## src/rtl/despread_pkg.sv

```systemverilog
package despread_pkg;

  // signed width holding max_len samples of magnitude 2**(smp_w-1)
  function automatic int acc_width(input int smp_w, input int max_len);
    return $clog2(max_len * (1 << (smp_w - 1)) + 1) + 1;
  endfunction

  typedef enum logic {
    CHIP_PASS   = 1'b0,
    CHIP_INVERT = 1'b1
  } chip_pol_e;

endpackage

```

## src/rtl/chip_mult.sv

```systemverilog
module chip_mult #(
  parameter int SMP_W = 8,
  parameter int OUT_W = 18
) (
  input  logic signed [SMP_W-1:0] smp_i,
  input  logic                    code_i,
  output logic signed [OUT_W-1:0] prod_o
);
  import despread_pkg::*;

  logic signed [OUT_W-1:0] ext;
  chip_pol_e               pol;

  always_comb begin
    ext    = OUT_W'(smp_i);
    pol    = chip_pol_e'(code_i);
    prod_o = (pol == CHIP_INVERT) ? -ext : ext;
  end

endmodule

```

## src/rtl/symbol_len_ctrl.sv

```systemverilog
module symbol_len_ctrl #(
  parameter int BASE_LEN  = 749,
  parameter int FRAC_STEP = 137,
  parameter int FRAC_MOD  = 512
) (
  input  logic clk_i,
  input  logic rst_ni,
  input  logic chip_en_i,
  output logic last_o
);
  localparam int CNT_W  = $clog2(BASE_LEN + 1);
  localparam int FRAC_W = $clog2(FRAC_MOD);

  logic [CNT_W-1:0]  cnt_q, last_idx;
  logic [FRAC_W-1:0] frac_q, frac_nxt;
  logic [FRAC_W:0]   frac_sum;
  logic              extra;

  always_comb begin
    frac_sum = {1'b0, frac_q} + (FRAC_W+1)'(FRAC_STEP);
    extra    = frac_sum >= (FRAC_W+1)'(FRAC_MOD);
    frac_nxt = extra ? FRAC_W'(frac_sum - (FRAC_W+1)'(FRAC_MOD)) : FRAC_W'(frac_sum);
    last_idx = extra ? CNT_W'(BASE_LEN) : CNT_W'(BASE_LEN - 1);
    last_o   = chip_en_i && (cnt_q == last_idx);
  end

  always_ff @(posedge clk_i or negedge rst_ni) begin
    if (!rst_ni) begin
      cnt_q  <= '0;
      frac_q <= '0;
    end else if (chip_en_i) begin
      if (last_o) begin
        cnt_q  <= '0;
        frac_q <= frac_nxt;
      end else begin
        cnt_q  <= cnt_q + 1'b1;
      end
    end
  end


  len_bound_chk: assert property (@(posedge clk_i) disable iff (!rst_ni)
    cnt_q <= CNT_W'(BASE_LEN));


  frac_hold_chk: assert property (@(posedge clk_i) disable iff (!rst_ni)
    !last_o |=> $stable(frac_q));


  cnt_idle_chk: assert property (@(posedge clk_i) disable iff (!rst_ni)
    !chip_en_i |=> $stable(cnt_q));

endmodule

```

## src/rtl/integ_dump.sv

```systemverilog
module integ_dump #(
  parameter int ACC_W = 18
) (
  input  logic                    clk_i,
  input  logic                    rst_ni,
  input  logic                    chip_en_i,
  input  logic                    last_i,
  input  logic signed [ACC_W-1:0] prod_i,
  output logic signed [ACC_W-1:0] sum_o,
  output logic                    dump_valid_o,
  output logic                    hard_bit_o
);
  logic signed [ACC_W-1:0] acc_q, acc_nxt;

  assign acc_nxt = acc_q + prod_i;

  always_ff @(posedge clk_i or negedge rst_ni) begin
    if (!rst_ni) begin
      acc_q        <= '0;
      sum_o        <= '0;
      dump_valid_o <= 1'b0;
      hard_bit_o   <= 1'b0;
    end else begin
      dump_valid_o <= 1'b0;
      if (chip_en_i) begin
        if (last_i) begin
          sum_o        <= acc_nxt;
          hard_bit_o   <= acc_nxt[ACC_W-1];
          dump_valid_o <= 1'b1;
          acc_q        <= '0;
        end else begin
          acc_q <= acc_nxt;
        end
      end
    end
  end


  dump_pulse_chk: assert property (@(posedge clk_i) disable iff (!rst_ni)
    dump_valid_o |=> !dump_valid_o);


  sum_hold_chk: assert property (@(posedge clk_i) disable iff (!rst_ni)
    !dump_valid_o |-> $stable(sum_o) && $stable(hard_bit_o));


  acc_clear_chk: assert property (@(posedge clk_i) disable iff (!rst_ni)
    dump_valid_o |-> acc_q == '0);


  acc_idle_chk: assert property (@(posedge clk_i) disable iff (!rst_ni)
    !chip_en_i |=> $stable(acc_q));


  no_overflow_chk: assert property (@(posedge clk_i) disable iff (!rst_ni)
    chip_en_i && (acc_q[ACC_W-1] == prod_i[ACC_W-1]) |-> acc_nxt[ACC_W-1] == acc_q[ACC_W-1]);

endmodule

```

## src/rtl/var_len_despreader.sv

```systemverilog
module var_len_despreader #(
  parameter int SMP_W     = 8,
  parameter int BASE_LEN  = 749,
  parameter int FRAC_STEP = 137,
  parameter int FRAC_MOD  = 512,
  localparam int MAX_LEN  = BASE_LEN + 1,
  localparam int ACC_W    = despread_pkg::acc_width(SMP_W, MAX_LEN)
) (
  input  logic                    clk_i,
  input  logic                    rst_ni,
  input  logic                    smp_valid_i,
  input  logic                    smp_ontime_i,
  input  logic signed [SMP_W-1:0] smp_i,
  input  logic                    code_i,
  output logic signed [ACC_W-1:0] sum_o,
  output logic                    dump_valid_o,
  output logic                    hard_bit_o
);
  logic                    chip_en, last_chip;
  logic signed [ACC_W-1:0] prod;

  // prompt channel: on-time half of each chip pair only
  assign chip_en = smp_valid_i && smp_ontime_i;

  chip_mult #(.SMP_W(SMP_W), .OUT_W(ACC_W)) u_mult (
    .smp_i  (smp_i),
    .code_i (code_i),
    .prod_o (prod)
  );

  symbol_len_ctrl #(
    .BASE_LEN (BASE_LEN),
    .FRAC_STEP(FRAC_STEP),
    .FRAC_MOD (FRAC_MOD)
  ) u_len (
    .clk_i     (clk_i),
    .rst_ni    (rst_ni),
    .chip_en_i (chip_en),
    .last_o    (last_chip)
  );

  integ_dump #(.ACC_W(ACC_W)) u_acc (
    .clk_i        (clk_i),
    .rst_ni       (rst_ni),
    .chip_en_i    (chip_en),
    .last_i       (last_chip),
    .prod_i       (prod),
    .sum_o        (sum_o),
    .dump_valid_o (dump_valid_o),
    .hard_bit_o   (hard_bit_o)
  );

endmodule

```

## config.mk

```make
export PLATFORM = sky130hd
export DESIGN_NAME = var_len_despreader
export DESIGN_NICKNAME = d
export VERILOG_FILES = /design/src/rtl/despread_pkg.sv /design/src/rtl/chip_mult.sv /design/src/rtl/symbol_len_ctrl.sv /design/src/rtl/integ_dump.sv /design/src/rtl/var_len_despreader.sv
export SDC_FILE = /design/constraint.sdc
export NUM_CORES = 1
export LEC_CHECK = 0
export CAP_MARGIN = 20
export CORE_MARGIN = 8
export CORE_UTILIZATION = 62
export DETAILED_ROUTE_END_ITERATION = 12
export GPL_TIMING_DRIVEN = 0
export HOLD_SLACK_MARGIN = 0.06
export PLACE_DENSITY_LB_ADDON = 0.25
export SLEW_MARGIN = 20
export SYNTH_ARGS = -nofsm -noshare
export SYNTH_HDL_FRONTEND = slang
export SYNTH_SLANG_ARGS = --single-unit
```

## constraint.sdc

```tcl
create_clock -name clk_i -period 5.3 [get_ports clk_i]
set_input_delay 0.53 -clock clk_i [delete_from_list [all_inputs] [get_ports clk_i]]
set_output_delay 0.53 -clock clk_i [all_outputs]
set_load 0.01 [all_outputs]
```

==> results.cfg <==
[floorplan]
io_pins = 33
chipWidth_um = 90.59
initial_utilization_pct = 63.42
core_area_sq_um = 5439
die_y_um = 90.59
row_count = 27
die_area_sq_um = 8207

[detailed_routing]
drtIter0Drc = 144
num_vias = 2845
via_per_inst = 5.964
avgRoutedWirePerCell_um = 16.62
wl_mm = 7.930
drc = 0
drtPass1Iterations = 4
final_antenna_net_count = 0

[grt]
grt_start_max_net_pins = 57
first_global_vias = 2910
grt_pass1_wl_mm = 13.69
grt.total_usage_pct = 19.94
antenna_found_initial = 0
grt-ovfl-total = 0

[sta]
grt_setup_unrepaired = false
tightest_slew_ns = 0.7083
max_freq_mhz = 257.7
finalCritPeriodShare_pct = 73.20
finalSetupViolations = 0
worst_clock_skew_ns = 0.01106
final.setup.tns_ns = 0
hold_viol_final = 0
min_period_ns = 3.880
max-slew-margin-rel_pct = 52.78
final_max_slew_viol_count = 0

[logic_synthesis]
syn_area_per_cell_sq_um = 9.451
yosys.area.top_type = dfrtp_1
synth_nets = 401
synth_top_area_share_pct = 40.62
netlist_instances = 365
seq_area_frac_synth_pct = 40.62
synth_cell_types = 57
ys_ff_latch = 56
syn_area_sq_um = 3450
yosys_warnings = 0
synthTopCellsByArea = dfrtp_1, nand2_1, ha_1

[worst_setup_path]
cpMaxStageDelayCell = nor4_4
worstSetupPathType = primary input to register
path_cells = clkdlybuf4s50_1, nor4_4, nand3_1, ha_1, a21oi_1, ha_1, a21oi_1, o211a_1, nor3_1, o21bai_1, a2111o_1, o311ai_1
critPathMaxStageDelay_ns = 0.58
startpoint = smp_i[4]
rr_worst_depth = 9
cp.required_ns = 5.51
cp_max_fo = 9
worstPathArrival_ns = 4.09
crit_end = u_acc.acc_q[15]
cp-start-kind = primary input
end_kind = register
r2r_slack_ns = 2.57
worst_r2r_endpoint = u_acc.sum_o[16]
reg2reg_from = u_acc.acc_q[0]

[placement]
place_congestion = 0.8779
port_buffers = 32
hpwl_mm = 6.075

[clock_network]
cts_hold_buf = 0
postCtsSetupRepairBufs = 0
cts.sinks = 56
clockBufferDepth = 2
htree_levels = 2
cts_buffers = 5
cts_tree = yes
clkTransAtPathRegs_ns = 0.10
root_buffer = clkbuf_8
post_cts_resized = 0
insertion_delay_ns = 0.32

[job]
drv_cap = 0

[worst_hold_path]
min_path_type = primary input to asynchronous set/reset pin

[layout]
n_antenna_cell = 0
syn2layout_area_growth_pct = 14.40
fin_util_pct = 72.56
drive_gt1_share_pct = 6.914
nets = 440

[power_and_ir_drop]
vdd_drop_max_mv = 0.2584
p_leak_nw = 1.856
p_per_area_nw_per_um2 = 406.6

[status]
status = finished, final reports clean
layout make-up:
cell class | instances | area [sq um]
plain buffers | 11 | 55.05
inverters | 5 | 18.77
clock buffers | 6 | 72.57
multi-input cells | 293 | 1974
clock inverters | 2 | 16.27
well taps | 72 | 90.09
fillers | 422 | 1493
repair buffers | 32 | 317.8
flip-flops and latches | 56 | 1401
routing by layer:
| layer | up-vias | global-route usage [%] | wire [um] |
|---|---|---|---|
| met5 | - | 0 | 0 |
| li1 | 1376 | - | - |
| met1 | 1385 | 23.69 | 3445 |
| met4 | 0 | 7.074 | 152 |
| met2 | 72 | 35.26 | 3973 |
| met3 | 12 | 3.242 | 358 |
where the power goes:
group          switching (W)  internal [W]  leakage (nW)
logic               0.000470      0.000324          1.07
clock network       0.000147     0.0000946        0.0414
registers          0.0000636      0.000506         0.746
total               0.000680      0.000924          1.86
critical path, delay by kind of cell:
kind	cells	cell delay, ns
adder cells (fa/ha/maj)	2	0.67
AND/OR/NAND/NOR	3	1.20
AO/OA/AOI/OAI	6	1.20
buffers and inverters	1	0.49
registers in the layout, summed over array words and instances, names as in the netlist:
name	flops
u_acc.acc_q	18
u_acc.dump_valid_o	1
u_acc.sum_o	18
u_len.cnt_q	10
u_len.frac_q	9
cell families after synthesis:
| family | share of synthesized area (%) |
|---|---|
| compound gates | 17.92 |
| buf+inv | 2.140 |
| fa+ha+maj | 8.560 |
| flops | 40.62 |
| xor+xnor | 8.886 |
| simple gates | 19.91 |
| mux | 1.959 |
per-stage QoR:
step	hold slack (ns)	power [W]	setup slack (ns)	std cells	instance area (sq um)
floorplan	0.2344	0.001173	2.110	365	3450
global placement	0.4588	0.001306	1.276	469	3860
detailed placement	0.4610	0.001354	1.152	469	3857
CTS	0.2955	0.001593	1.482	477	3946
global route	0.3142	0.001717	1.060	477	3946
finish	0.2552	0.001605	1.420	477	3946
cell usage in the layout, fill, tap and decap left out, drive strengths merged, types with 2 or more instances in the layout:
cell type	synthesis	routed
nand3	13	13
a211oi	4	4
mux2	6	6
nand3b	2	2
a21o	5	5
a22o	7	7
dfrtp	56	56
and4	3	3
clkbuf	6	12
nor2b	3	3
ha	22	22
nor3	5	5
buf	5	6
inv	5	5
o21ai	15	15
a21oi	19	19
xnor2	18	18
xor2	17	17
clkdlybuf4s50	0	31
o211a	2	2
nor2	26	26
o21bai	4	4
nand2	74	74
o211ai	4	4
nand4	4	4
o31ai	9	9
and2	3	3
a31oi	7	7
and3	4	4
cell usage after synthesis, drive strengths merged:
cell	count
nand2	74
dfrtp	56
nor2	26
ha	22
a21oi	19
xnor2	18
xor2	17
o21ai	15
nand3	13
o31ai	9
a22o	7
a31oi	7
clkbuf	6
mux2	6
a21o	5
buf	5
inv	5
nor3	5
a211oi	4
and3	4
nand4	4
o211ai	4
o21bai	4
and2	3
and4	3
nor2b	3
nand3b	2
o211a	2
a2111o	1
a211o	1
a21bo	1
a221oi	1
a31o	1
fa	1
nand2b	1
nor3b	1
nor4	1
nor4b	1
o21a	1
o2bb2ai	1
o311ai	1
or2	1
or2b	1
or3	1
or4	1
worst min-delay path by stage:
stage / startpoint / to / slack [ns]
final: rst_ni / u_acc.dump_valid_o / 0.26
after global routing: rst_ni / u_len.cnt_q[5] / 0.31
after CTS: rst_ni / u_acc.dump_valid_o / 0.30
after detailed placement: u_len.frac_q[6] / u_len.frac_q[6] / 0.46
after global placement: u_len.frac_q[6] / u_len.frac_q[6] / 0.46
after floorplan: rst_ni / u_acc.acc_q[0] / 0.23
No activity file was read; power rests on OpenSTA's default activity.
